===== config.mk =====
export PLATFORM = sky130hd
export DESIGN_NAME = pirq_router
export DESIGN_NICKNAME = d
export VERILOG_FILES = /design/src/rtl/pirq_pkg.sv /design/src/rtl/pirq_route_regs.sv /design/src/rtl/pirq_level_map.sv /design/src/rtl/pirq_swizzle.sv /design/src/rtl/pirq_router.sv
export SDC_FILE = /design/constraint.sdc
export NUM_CORES = 1
export LEC_CHECK = 0
export BUFFER_PORTS_ARGS = -buffer_cell sky130_fd_sc_hd__clkbuf_2
export CELL_PAD_IN_SITES_DETAIL_PLACEMENT = 1
export CELL_PAD_IN_SITES_GLOBAL_PLACEMENT = 2
export CORE_UTILIZATION = 30
export DETAILED_ROUTE_END_ITERATION = 8
export GPL_ROUTABILITY_DRIVEN = 0
export GPL_TIMING_DRIVEN = 0
export PLACE_DENSITY_LB_ADDON = 0.1
export SLEW_MARGIN = 20
export SYNTH_ARGS = -nofsm -noshare
export SYNTH_HDL_FRONTEND = slang
export SYNTH_SLANG_ARGS = --single-unit

===== constraint.sdc =====
create_clock -name clk_i -period 4.1 [get_ports clk_i]
set_clock_uncertainty 0.05 [all_clocks]
set_input_delay 0.82 -clock clk_i [delete_from_list [all_inputs] [get_ports clk_i]]
set_output_delay 0.82 -clock clk_i [all_outputs]
set_load 0.1 [all_outputs]

===== src/rtl/pirq_pkg.sv =====
package pirq_pkg;
  localparam int unsigned ROUTE_W = 8;
  typedef logic [ROUTE_W-1:0] route_byte_t;
  localparam route_byte_t ROUTE_RST = 8'h80;
  localparam route_byte_t ROUTE_BASE = 8'h60;
endpackage


===== src/rtl/pirq_route_regs.sv =====
module pirq_route_regs #(
  parameter int unsigned NUM_LINES = 4,
  parameter int unsigned ADDR_W = 8,
  parameter int unsigned BASE = 32'h60,
  parameter pirq_pkg::route_byte_t RST_VAL = pirq_pkg::ROUTE_RST
) (
  input  logic clk_i,
  input  logic rst_ni,
  input  logic [ADDR_W-1:0] cfg_addr_i,
  input  pirq_pkg::route_byte_t cfg_wdata_i,
  input  logic cfg_we_i,
  output pirq_pkg::route_byte_t cfg_rdata_o,
  output pirq_pkg::route_byte_t [NUM_LINES-1:0] route_q_o,
  output pirq_pkg::route_byte_t [NUM_LINES-1:0] route_d_o
);
  logic [NUM_LINES-1:0] sel_w;

  for (genvar p = 0; p < NUM_LINES; p++) begin : g_reg
    assign sel_w[p] = (cfg_addr_i == ADDR_W'(BASE + p));
    assign route_d_o[p] = (cfg_we_i && sel_w[p]) ? cfg_wdata_i : route_q_o[p];

    always_ff @(posedge clk_i or negedge rst_ni) begin
      if (!rst_ni) route_q_o[p] <= RST_VAL;
      else         route_q_o[p] <= route_d_o[p];
    end
  end

  always_comb begin
    cfg_rdata_o = '0;
    for (int p = 0; p < NUM_LINES; p++) begin
      if (sel_w[p]) cfg_rdata_o = route_q_o[p];
    end
  end
endmodule


===== src/rtl/pirq_level_map.sv =====
module pirq_level_map #(
  parameter int unsigned NUM_LINES = 4,
  parameter int unsigned NUM_TGTS = 16,
  localparam int unsigned TGT_W = $clog2(NUM_TGTS),
  localparam int unsigned VEC_W = NUM_LINES * NUM_TGTS
) (
  input  logic clk_i,
  input  logic rst_ni,
  input  pirq_pkg::route_byte_t [NUM_LINES-1:0] route_d_i,
  input  logic [NUM_LINES-1:0] line_lvl_i,
  output logic [VEC_W-1:0] lvl_q_o,
  output logic [NUM_TGTS-1:0] irq_o
);
  logic [VEC_W-1:0] lvl_d;

  // bit t*NUM_LINES + p : line p high and routed to target t
  for (genvar t = 0; t < NUM_TGTS; t++) begin : g_tgt
    for (genvar p = 0; p < NUM_LINES; p++) begin : g_line
      assign lvl_d[t*NUM_LINES + p] = line_lvl_i[p]
          && (route_d_i[p][pirq_pkg::ROUTE_W-1:TGT_W] == '0)
          && (route_d_i[p][TGT_W-1:0] == TGT_W'(t));
    end
    assign irq_o[t] = |lvl_q_o[t*NUM_LINES +: NUM_LINES];
  end

  always_ff @(posedge clk_i or negedge rst_ni) begin
    if (!rst_ni) lvl_q_o <= '0;
    else         lvl_q_o <= lvl_d;
  end
endmodule


===== src/rtl/pirq_swizzle.sv =====
module pirq_swizzle #(
  parameter int unsigned NUM_LINES = 4,
  parameter int unsigned SLOT_W = 5,
  localparam int unsigned LINE_W = $clog2(NUM_LINES)
) (
  input  logic [SLOT_W-1:0] slot_i,
  input  logic [LINE_W-1:0] pin_i,
  output logic [LINE_W-1:0] line_o
);
  // power-of-two line count: modulo is truncation
  assign line_o = pin_i + slot_i[LINE_W-1:0] - LINE_W'(1);
endmodule


===== src/rtl/pirq_router.sv =====
module pirq_router #(
  parameter int unsigned NUM_LINES = 4,
  parameter int unsigned NUM_TGTS = 16,
  parameter int unsigned ADDR_W = 8,
  parameter int unsigned SLOT_W = 5,
  localparam int unsigned LINE_W = $clog2(NUM_LINES),
  localparam int unsigned TGT_W = $clog2(NUM_TGTS),
  localparam int unsigned VEC_W = NUM_LINES * NUM_TGTS
) (
  input  logic clk_i,
  input  logic rst_ni,
  input  logic [ADDR_W-1:0] cfg_addr_i,
  input  logic [7:0] cfg_wdata_i,
  input  logic cfg_we_i,
  output logic [7:0] cfg_rdata_o,
  input  logic [NUM_LINES-1:0] line_lvl_i,
  output logic [NUM_TGTS-1:0] irq_o,
  input  logic [LINE_W-1:0] qry_line_i,
  output logic qry_en_o,
  output logic [TGT_W:0] qry_tgt_o,
  input  logic [SLOT_W-1:0] sw_slot_i,
  input  logic [LINE_W-1:0] sw_pin_i,
  output logic [LINE_W-1:0] sw_line_o
);
  pirq_pkg::route_byte_t [NUM_LINES-1:0] route_q;
  pirq_pkg::route_byte_t [NUM_LINES-1:0] route_d;
  logic [VEC_W-1:0] lvl_q;
  pirq_pkg::route_byte_t qry_route;

  pirq_route_regs #(
    .NUM_LINES(NUM_LINES), .ADDR_W(ADDR_W),
    .BASE(int'(pirq_pkg::ROUTE_BASE)), .RST_VAL(pirq_pkg::ROUTE_RST)
  ) u_regs (
    .clk_i(clk_i), .rst_ni(rst_ni),
    .cfg_addr_i(cfg_addr_i), .cfg_wdata_i(cfg_wdata_i), .cfg_we_i(cfg_we_i),
    .cfg_rdata_o(cfg_rdata_o), .route_q_o(route_q), .route_d_o(route_d)
  );

  pirq_level_map #(.NUM_LINES(NUM_LINES), .NUM_TGTS(NUM_TGTS)) u_map (
    .clk_i(clk_i), .rst_ni(rst_ni), .route_d_i(route_d),
    .line_lvl_i(line_lvl_i), .lvl_q_o(lvl_q), .irq_o(irq_o)
  );

  pirq_swizzle #(.NUM_LINES(NUM_LINES), .SLOT_W(SLOT_W)) u_swz (
    .slot_i(sw_slot_i), .pin_i(sw_pin_i), .line_o(sw_line_o)
  );

  assign qry_route = route_q[qry_line_i];
  assign qry_en_o  = (qry_route[pirq_pkg::ROUTE_W-1:TGT_W] == '0);
  assign qry_tgt_o = qry_en_o ? {1'b0, qry_route[TGT_W-1:0]} : '1;
endmodule


==> flow_summary.ini <==
[detailed_routing]
drcViolationCount = 0
vias = 3863
drt-pass1-iter-count = 4
drtIter0Drc = 317
wl_um = 16900
postRouteAntennaNets = 0
wl_per_cell_um = 23.0
vias_per_cell = 5.26

[pwr]
peakVddDrop_v = 0.000274
pwr-share-comb = 0.179
power_density_nw_per_um2 = 389
clockPowerShare = 0.375
internal_power_w = 0.00155
switching_share = 0.313
power_switching_w = 0.000704
leakagePower_nw = 2.74
pwr-share-seq = 0.446

[cells_and_area]
nets = 549
design_area_um2 = 5780
fillers = 1797
insertedDiodeCount = 0
final_layout_size_suffix_gt1_frac = 0.264
fin_cells = 735
layout_common_cells = dfrtp_1 (92), clkbuf_2 (57), nor2_1 (53)
syn_to_final_growth_pct = 18.6
fin_util = 0.364
layout_commonest_cell = dfrtp_1

[synthesis]
syn-num-nets = 479
ys_top_cells_by_area = dfrtp_1 (47%), mux2_2 (8.6%), mux4_2 (5.5%), nor2_1 (4.1%), mux2i_1 (3.7%)
synth.yosys.seq_area_share = 0.494
ys.flop_type = dfrtp_1
synth_warnings = 0
synth_area_leader_cell = dfrtp_1
synthCells = 446
synth-seq-cells = 96
synth-edff-count = 0
syn_avg_cell_area_um2 = 10.9
ys_types = 42
synthArstFlopShare = 1.00
synth_top_area_share = 0.473
synth_area_um2 = 4870

[die]
dieArea_um2 = 16700
io_pins = 64
rows = 46
core_area_um2 = 15900
die_x_um = 129
initial_core_util = 0.307
die_y_um = 129

[timing]
rsz0062_at_grt = no
finalCriticalPeriod_ns = 3.47
drv_slew = 0
setup_tns_ns = 0
finalHoldViolations = 0
fin_crit_sh = 0.847
fmax_mhz = 288
tightest_slew_ns = 0.870
max_slew_margin = 0.418
whs_ns = 0.314
setup_viol = 0

[grt]
antenna_found_initial = 0
grt_pass1_vias = 4076
met1_usage = 0.312
grt_max_degree = 65
use_met2 = 0.327
busiest_layer = met2
grt_pass1_wl_um = 26000
grt_util_met3 = 0.0359
grt-ovfl-total = 0
grtUsageTotal = 0.220

[clock_tree]
clk_pin_slew_worst_paths_ns = 0.07
cts_tree = done
cts_resized = 0
cts_setup_buffers = 0
cts_sinks = 96
cts_made_buffers = 9
insertion_delay_ns = 0.35
cts_root_buf = clkbuf_16
cts_hold_buf = 0
clockBufferDepth = 2
htreeDepth = 3

[worst_setup_path]
r2r_end = u_map.lvl_q_o[59]
crit_chain = clkbuf_2, clkbuf_1, mux4_2, and3_1, clkbuf_2
crit_start = cfg_addr_i[0]
cp_max_fo = 10
r2r_setup_slack_ns = 1.81
cpMaxStageDelayCell = mux4_2
crit_path_max_incr_delay_ns = 0.58
start_kind = input pin
crit_type = in2out
crit_path_end_kind = output port
crit_required_ns = 3.23
cp_common_cell = clkbuf_2
worst-endpoint-arrival_ns = 2.60
reg2reg_depth = 5
r2r_start = u_regs.route_q_o[30]

[place]
port_buffers = 58
dpl.hpwl_um = 12900
place_inst = 721
post_dp_cell_area_um2 = 5490

[hold_path]
hp-class = in2async

[job]
maxCapViolations = 0

[status]
run_status = completed
## stage by stage
stage,setup WS [ns],total power (W)
final,0.627,0.00225
after global routing,0.479,0.00235
after CTS,0.566,0.00228
after detailed placement,0.454,0.00143
after global placement,0.217,0.00142
after floorplan,0.369,0.00129
## worst max-delay path by stage
| stage | slack (ns) | depth (start not counted) | endpoint |
|---|---|---|---|
| 6_report | 0.63 | 5 | cfg_rdata_o[3] |
| 5_1_grt | 0.48 | 5 | cfg_rdata_o[3] |
| 4_1_cts | 0.57 | 5 | cfg_rdata_o[3] |
| 3_5_place_dp | 0.45 | 6 | u_map.lvl_q_o[12] |
| 3_3_place_gp | 0.22 | 7 | u_map.lvl_q_o[31] |
| 2_1_floorplan | 0.37 | 4 | qry_tgt_o[0] |
## critical path, delay by kind of cell
| kind | cells | cell delay, ns |
|---|---|---|
| buffers and inverters | 3 | 0.99 |
| multiplexers | 1 | 0.58 |
| AND/OR/NAND/NOR | 1 | 0.20 |
## cell usage after synthesis (8+ instances only)
cell type,instances
a21oi_1,8
and3_1,9
clkbuf_1,20
dfrtp_1,92
mux2_2,37
mux2i_1,18
mux4_2,12
nand2_1,20
nand2b_1,21
nand3_1,10
nand4_1,9
nor2_1,53
nor3_1,15
or3_1,16
or4_1,22
## logic make-up after synthesis
family / after synthesis / synth area share
xor gates and xnor gates: 2 / 0.00360
muxes: 67 / 0.178
DFF: 96 / 0.494
AOI/OAI and AO/OA: 35 / 0.0483
buffers and inverters: 34 / 0.0270
adders and majority gates: 1 / 0.00257
and+or+nand+nor: 211 / 0.246
## power by group through the flow
stage | combinational, W | clock (W) | sequential (W)
floorplan | 0.000286 | 0 | 0.00101
global placement | 0.000399 | 0 | 0.00102
detailed placement | 0.000407 | 0 | 0.00102
CTS | 0.000408 | 0.000869 | 0.00100
global route | 0.000432 | 0.000910 | 0.00101
finish | 0.000403 | 0.000844 | 0.00100
## registers in the layout (all words and copies together), names as in the netlist
register and flops:
u_map.lvl_q_o 64, u_regs.route_q_o 32
## per-layer routing
metal,share of wire,up-vias
met1,0.45,1951
met3,0.061,29
met5,0,-
met2,0.45,106
met4,0.033,0
li1,-,1777
## layout make-up
cell class,count,area [um2],share of cell area
plain buffers,28,109,0.0188
repair buffers,59,327,0.0565
flip-flops and latches,96,2410,0.417
well taps,216,270,0.0468
inverters,6,22.5,0.00390
multi-input cells,316,2350,0.407
clock buffers,9,225,0.0390
clock inverters,5,63.8,0.0110
No activity file was read; power rests on OpenSTA's default activity.
